==> src/rtl/burst_sram_pkg.sv <==
package burst_sram_pkg;

    localparam int BEAT_W = 2;

    typedef logic [BEAT_W-1:0] beat_t;

    // Low address bits of a burst beat for the selected order.
    function automatic beat_t beat_offset(beat_t base, beat_t cnt, logic lin);
        beat_t r;
        if (lin) r = base + cnt;
        else     r = base ^ cnt;
        return r;
    endfunction

endpackage

==> src/rtl/bsr_addr_gen.sv <==
module bsr_addr_gen
    import burst_sram_pkg::*;
#(
    parameter int ADDR_W = 6,
    parameter int LANES  = 4
) (
    input  logic              clk,
    input  logic              rst_n,
    input  logic [ADDR_W-1:0] addr,
    input  logic              ce_a,
    input  logic              ce_b,
    input  logic              start_cpu,
    input  logic              start_ctl,
    input  logic              adv,
    input  logic              byte_wr_en,
    input  logic [LANES-1:0]  byte_sel,
    input  logic              all_wr,
    input  logic              linear_mode,
    input  logic              sleep,
    output logic              acc_vld,
    output logic              acc_wr,
    output logic [ADDR_W-1:0] acc_addr,
    output logic [LANES-1:0]  acc_mask
);

    typedef struct packed {
        logic              active;
        logic [ADDR_W-1:0] base;
        beat_t             cnt;
    } gen_st_t;

    gen_st_t st_d, st_q;

    logic             strobe;
    logic             chip_sel;
    logic [LANES-1:0] req_mask;

    always_comb begin
        strobe   = start_cpu | start_ctl;
        chip_sel = ce_a & ce_b;
        req_mask = all_wr ? {LANES{1'b1}} : (byte_wr_en ? byte_sel : '0);

        st_d     = st_q;
        acc_vld  = 1'b0;
        acc_addr = st_q.base;
        acc_mask = '0;

        if (!sleep) begin
            if (strobe) begin
                if (chip_sel) begin
                    st_d.active = 1'b1;
                    st_d.base   = addr;
                    st_d.cnt    = '0;
                    acc_vld     = 1'b1;
                    acc_addr    = addr;
                    acc_mask    = start_cpu ? '0 : req_mask;
                end else begin
                    st_d.active = 1'b0;
                end
            end else if (st_q.active) begin
                st_d.cnt = st_q.cnt + {{(BEAT_W-1){1'b0}}, adv};
                acc_vld  = 1'b1;
                acc_addr = {st_q.base[ADDR_W-1:BEAT_W],
                            beat_offset(st_q.base[BEAT_W-1:0], st_d.cnt, linear_mode)};
                acc_mask = req_mask;
            end
        end
    end

    assign acc_wr = |acc_mask;

    always_ff @(posedge clk or negedge rst_n) begin
        if (!rst_n) st_q <= '0;
        else        st_q <= st_d;
    end


    deselect_ends_burst_chk: assert property (@(posedge clk) disable iff (!rst_n)
        (!sleep && strobe && !chip_sel) |=> !st_q.active);


    sleep_freeze_chk: assert property (@(posedge clk) disable iff (!rst_n)
        sleep |=> $stable(st_q));


    global_all_lanes_chk: assert property (@(posedge clk) disable iff (!rst_n)
        (acc_vld && all_wr && !start_cpu) |-> (acc_mask == {LANES{1'b1}}));


    cpu_strobe_read_chk: assert property (@(posedge clk) disable iff (!rst_n)
        (!sleep && start_cpu && chip_sel) |-> (acc_vld && !acc_wr));


    hold_addr_chk: assert property (@(posedge clk) disable iff (!rst_n)
        (!sleep && !strobe && st_q.active && !adv && $past(acc_vld)
         && $stable(linear_mode)) |-> (acc_addr == $past(acc_addr)));

endmodule

==> src/rtl/bsr_mem_array.sv <==
module bsr_mem_array #(
    parameter int ADDR_W = 6,
    parameter int LANES  = 4,
    parameter int LANE_W = 9
) (
    input  logic                    clk,
    input  logic [LANES-1:0]        we_mask,
    input  logic [ADDR_W-1:0]       waddr,
    input  logic [LANES*LANE_W-1:0] wdata,
    input  logic [ADDR_W-1:0]       raddr,
    output logic [LANES*LANE_W-1:0] rdata
);

    localparam int DEPTH = 1 << ADDR_W;

    for (genvar g = 0; g < LANES; g++) begin : g_lane
        logic [LANE_W-1:0] lane_mem [DEPTH];

        always_ff @(posedge clk) begin
            if (we_mask[g]) lane_mem[waddr] <= wdata[g*LANE_W +: LANE_W];
        end

        assign rdata[g*LANE_W +: LANE_W] = lane_mem[raddr];
    end

endmodule

==> src/rtl/bsr_out_stage.sv <==
module bsr_out_stage #(
    parameter int ADDR_W = 6,
    parameter int WORD_W = 36
) (
    input  logic              clk,
    input  logic              rst_n,
    input  logic              rd_en,
    input  logic [ADDR_W-1:0] rd_addr,
    output logic [ADDR_W-1:0] mem_addr,
    input  logic [WORD_W-1:0] mem_data,
    input  logic              pipe_mode,
    input  logic              oe,
    input  logic              sleep,
    output logic [WORD_W-1:0] rdata,
    output logic              rvalid
);

    typedef struct packed {
        logic              fvld;
        logic [ADDR_W-1:0] raddr;
        logic              pvld;
        logic [WORD_W-1:0] pdata;
    } out_st_t;

    out_st_t st_d, st_q;

    logic              sel_vld;
    logic [WORD_W-1:0] sel_data;

    always_comb begin
        st_d       = st_q;
        st_d.fvld  = rd_en;
        st_d.raddr = rd_en ? rd_addr : st_q.raddr;
        st_d.pvld  = st_q.fvld;
        st_d.pdata = mem_data;
    end

    always_ff @(posedge clk or negedge rst_n) begin
        if (!rst_n) st_q <= '0;
        else        st_q <= st_d;
    end

    assign mem_addr = st_q.raddr;

    always_comb begin
        sel_vld  = pipe_mode ? st_q.pvld  : st_q.fvld;
        sel_data = pipe_mode ? st_q.pdata : mem_data;
        rvalid   = sel_vld & oe & ~sleep;
        rdata    = rvalid ? sel_data : '0;
    end


    flow_latency_chk: assert property (@(posedge clk) disable iff (!rst_n)
        (!pipe_mode && rvalid) |-> $past(rd_en));


    pipe_latency_chk: assert property (@(posedge clk) disable iff (!rst_n)
        (pipe_mode && rvalid) |-> $past(rd_en, 2));


    pipe_data_chk: assert property (@(posedge clk) disable iff (!rst_n)
        (pipe_mode && rvalid) |-> (rdata == $past(mem_data)));

endmodule

==> src/rtl/burst_sram.sv <==
module burst_sram
    import burst_sram_pkg::*;
#(
    parameter int ADDR_W = 6,
    parameter int LANES  = 4,
    parameter int LANE_W = 9
) (
    input  logic                    clk,
    input  logic                    rst_n,
    input  logic [ADDR_W-1:0]       addr,
    input  logic                    ce_a,
    input  logic                    ce_b,
    input  logic                    start_cpu,
    input  logic                    start_ctl,
    input  logic                    adv,
    input  logic                    byte_wr_en,
    input  logic [LANES-1:0]        byte_sel,
    input  logic                    all_wr,
    input  logic [LANES*LANE_W-1:0] wdata,
    input  logic                    linear_mode,
    input  logic                    pipe_mode,
    input  logic                    oe,
    input  logic                    sleep,
    output logic [LANES*LANE_W-1:0] rdata,
    output logic                    rvalid
);

    localparam int WORD_W = LANES * LANE_W;

    logic              acc_vld;
    logic              acc_wr;
    logic [ADDR_W-1:0] acc_addr;
    logic [LANES-1:0]  acc_mask;
    logic [ADDR_W-1:0] mem_raddr;
    logic [WORD_W-1:0] mem_rdata;
    logic              rd_en;

    bsr_addr_gen #(.ADDR_W(ADDR_W), .LANES(LANES)) u_gen (
        .clk         (clk),
        .rst_n       (rst_n),
        .addr        (addr),
        .ce_a        (ce_a),
        .ce_b        (ce_b),
        .start_cpu   (start_cpu),
        .start_ctl   (start_ctl),
        .adv         (adv),
        .byte_wr_en  (byte_wr_en),
        .byte_sel    (byte_sel),
        .all_wr      (all_wr),
        .linear_mode (linear_mode),
        .sleep       (sleep),
        .acc_vld     (acc_vld),
        .acc_wr      (acc_wr),
        .acc_addr    (acc_addr),
        .acc_mask    (acc_mask)
    );

    assign rd_en = acc_vld & ~acc_wr;

    bsr_mem_array #(.ADDR_W(ADDR_W), .LANES(LANES), .LANE_W(LANE_W)) u_mem (
        .clk     (clk),
        .we_mask (acc_mask),
        .waddr   (acc_addr),
        .wdata   (wdata),
        .raddr   (mem_raddr),
        .rdata   (mem_rdata)
    );

    bsr_out_stage #(.ADDR_W(ADDR_W), .WORD_W(WORD_W)) u_out (
        .clk       (clk),
        .rst_n     (rst_n),
        .rd_en     (rd_en),
        .rd_addr   (acc_addr),
        .mem_addr  (mem_raddr),
        .mem_data  (mem_rdata),
        .pipe_mode (pipe_mode),
        .oe        (oe),
        .sleep     (sleep),
        .rdata     (rdata),
        .rvalid    (rvalid)
    );

endmodule

==> config.mk <==
export PLATFORM = sky130hd
export DESIGN_NAME = burst_sram
export DESIGN_NICKNAME = d
export VERILOG_FILES = /design/src/rtl/burst_sram_pkg.sv /design/src/rtl/bsr_addr_gen.sv /design/src/rtl/bsr_mem_array.sv /design/src/rtl/bsr_out_stage.sv /design/src/rtl/burst_sram.sv
export SDC_FILE = /design/constraint.sdc
export NUM_CORES = 2
export LEC_CHECK = 0
export ABC_CLOCK_PERIOD_IN_PS = 6100
export BUFFER_PORTS_ARGS = -buffer_cell sky130_fd_sc_hd__buf_2
export CAP_MARGIN = 20
export CELL_PAD_IN_SITES_DETAIL_PLACEMENT = 0
export CELL_PAD_IN_SITES_GLOBAL_PLACEMENT = 1
export CORE_MARGIN = 3
export CORE_UTILIZATION = 50
export DETAILED_ROUTE_END_ITERATION = 6
export GPL_TIMING_DRIVEN = 0
export PLACE_DENSITY_LB_ADDON = 0.1
export SYNTH_ARGS = -nofsm -noshare
export SYNTH_HDL_FRONTEND = slang
export SYNTH_HIERARCHICAL = 1
export SYNTH_SLANG_ARGS = --single-unit
==> constraint.sdc <==
create_clock -name clk -period 6.1 [get_ports clk]
set_input_delay 1.22 -clock clk [delete_from_list [all_inputs] [get_ports clk]]
set_output_delay 1.22 -clock clk [all_outputs]
set_load 0.1 [all_outputs]
==> impl_metrics.py <==
metrics = {
    "sta": {
        "rsz0062_at_grt": "true",
        "period_share_pct": 102,
        "whs_ns": 0.154,
        "fin_ws_ns": -0.151,
        "fin_skew_ns": 0.0339,
        "period_minus_slack_ns": 6.25,
        "slew_headroom_pct": 6.42,
        "hold_viol_final": 0,
        "finalSetupViolations": 18,
        "tightestPinTransition_ns": 1.40,
        "fmax_ghz": 0.160,
        "maxSlewViolCount": 0,
    },
    "detailed_routing": {
        "final_antenna_net_count": 0,
        "wl_per_cell_um": 45.7,
        "drc": 0,
        "drt_pre_antenna_iters": 5,
        "routed_wl_mm": 335,
        "via_per_inst": 6.91,
        "drt_iter0_drc": 9035,
        "vias": 50623,
    },
    "yosys": {
        "synth_seq_area_share_pct": 76.7,
        "synth_area_mm2": 0.0919,
        "netlist.area_leader.share_pct": 75.3,
        "synth-edff-count": 2304,
        "synth_fp_nets": 4298,
        "synth_flop_cell": "edfxtp_1",
        "ys_warn_count": 6,
        "async_flop_share_pct": 2.25,
        "synth_common_cells": "edfxtp_1, mux4_2, and2_1",
        "synthTopCellsByArea": "edfxtp_1, mux4_2, and2_1",
        "ys_ff_latch": 2357,
        "synth.most_common_cell": "edfxtp_1",
        "synth_area_leader_cell": "edfxtp_1",
        "syn-instance-count": 4237,
        "synth_cell_types": 58,
        "syn_area_per_cell_um2": 21.7,
    },
    "setup_path": {
        "critPathLaunchType": "flop",
        "required_ns": 4.88,
        "crit_path_end_kind": "primary output",
        "critical_path_class": "flop to primary output",
        "crit_fanout": 10,
        "critPathArrivalTime_ns": 5.03,
    },
    "clock_network": {
        "clock_latency_ns": 0.88,
        "cts_inserted_buffers": 232,
        "holdBufCountCts": 0,
        "cts_tree": "yes",
        "path_clk_slew_ns": 0.06,
        "htreeDepth": 4,
        "clock-sinks": 2357,
        "clock_path_buffers": 3,
        "clockRootBuffer": "clkbuf_16",
    },
    "floorplanning": {
        "initial_core_util_pct": 50.6,
        "die_w_um": 435,
        "fp.dieH_um": 435,
        "core-area_mm2": 0.182,
        "fp-row-count": 156,
        "die_area_mm2": 0.189,
        "pin_count": 96,
    },
    "power": {
        "finalPower_uw": 47400,
        "peakVddDrop_v": 0.000327,
        "power.leakage_uw": 0.0334,
        "power.density_mw_per_mm2": 449,
    },
    "placement": {
        "hpwl_mm": 228,
        "place_congestion": 0.991,
        "port_buffers": 94,
    },
    "final_layout": {
        "drive_above_1_share_pct": 29.1,
        "synthToLayoutAreaGrowth_pct": 14.9,
        "nNetsFinal": 4711,
    },
    "global_route": {
        "grt_max_degree": 65,
        "first_global_vias": 46795,
        "grt_util_all_layers_pct": 35.6,
        "overflow": 0,
        "grt_pass1_wl_mm": 435,
        "antenna_found_initial": 25,
    },
    "flow_run": {
        "drv_cap": 0,
    },
    "outcome": {
        "status": "complete, but fails checks",
        "violations": "setup timing",
    },
    "hold_path": {
        "hold_class": "input pin to async pin",
    },
}
-- flip-flops by register name, indices dropped and copies added (netlist names) --
signal and count:
u_mem/g_lane.lane_mem 2304, u_out/st_q 37, u_gen/st_q 9, u_out/mem_addr 6, u_out/st_d 1
-- worst paths after layout --
| kind | start | end | slack (ns) | cells past startpoint |
|---|---|---|---|---|
| hold reg to reg | u_out/st_d[36] | u_out/st_q[36] | 0.47 | 0 |
| hold / removal | rst_n | u_gen/st_q[8] | 0.15 | 1 |
| min in group clk | u_out/st_d[36] | u_out/st_q[36] | 0.47 | 0 |
| setup / recovery | u_out/mem_addr[2] | rdata[13] | -0.15 | 13 |
| setup reg to reg | u_gen/st_q[0] | u_mem/g_lane[3].lane_mem[60][4] | 1.37 | 11 |
| max in group asynchronous | rst_n | u_out/st_q[5] | 5.38 | 2 |
-- logic make-up after synthesis --
group | after synthesis | synth area share (%)
flip-flops | 2357 | 76.7
buffers and inverters | 272 | 1.63
AO/OA/AOI/OAI | 355 | 2.75
AND/OR/NAND/NOR | 541 | 3.34
multiplexers | 708 | 15.5
adder cells (fa/ha/maj) | 2 | 0.0272
XOR/XNOR | 2 | 0.0191
-- layer usage --
| layer | wire [um] | vias to the layer above | GRT usage (%) |
|---|---|---|---|
| met5 | 55 | - | 0.0512 |
| met4 | 18400 | 8 | 16.7 |
| met3 | 48800 | 703 | 13.3 |
| met2 | 145000 | 4061 | 50.8 |
| met1 | 122000 | 27206 | 49.0 |
| li1 | - | 18645 | - |
-- area by class of cell --
class / count / area [um^2]
Fill cell: 13280 / 76200
Antenna cell: 25 / 62.6
Clock buffer: 301 / 6250
Sequential cell: 2357 / 70500
Timing Repair Buffer: 185 / 2190
Multi-Input combinational cell: 1608 / 20300
Tap cell: 2449 / 3060
Buffer: 262 / 1780
Clock inverter: 137 / 1390
Inverter: 4 / 20.0
-- where the power goes --
group / switching (uW) / internal, uW
Sequential: 58.8 / 17900
Clock: 6160 / 8260
Combinational: 10200 / 4730
-- stage by stage --
step / cell area, um^2 / std cells / setup slack (ns) / setup TNS (ns) / util [%]
CTS: 105000 / 7289 / -0.0235 / -0.0235 / 57.9
detailed placement: 96800 / 6849 / -0.889 / -9.86 / 53.3
floorplan: 91900 / 4237 / 0.806 / 0 / -
finish: 106000 / 7328 / -0.151 / -1.05 / 58.1
global placement: 95400 / 6780 / -1.59 / -24.45 / 52.5
global route: 105000 / 7303 / -0.00147 / -0.00224 / 58.0
-- repair_timing --
item | in CTS | in global routing
buffers inserted | 8 | 0
gates resized for setup | 189 | 26
endpoints found under the setup margin | 36 | 15
pin swaps | 3 | 1
-- cell usage in the layout (no fill, tap or decap), drive strengths merged, types with 41 or more instances in the layout --
cell,count
edfxtp,2304
mux4,566
clkbuf,409
buf,337
and2,254
nor2,135
mux2i,101
clkinv,100
o22ai,88
a21oi,69
a22oi,57
dfrtp,53
nor3,51
a221oi,48
nand2,41
mux2,41
-- worst max-delay path, stage by stage (launching register included) --
cell	delay, ns
dfrtp_1	0.37
buf_4	0.14
buf_4	0.22
buf_4	0.37
buf_4	0.35
buf_2	0.53
mux4_2	0.39
o22ai_1	0.36
nor2_1	0.16
a21oi_2	0.39
nor2_1	0.10
mux2i_1	0.35
nor3_2	0.07
buf_2	0.31
Power figures use the tool's default switching activity.
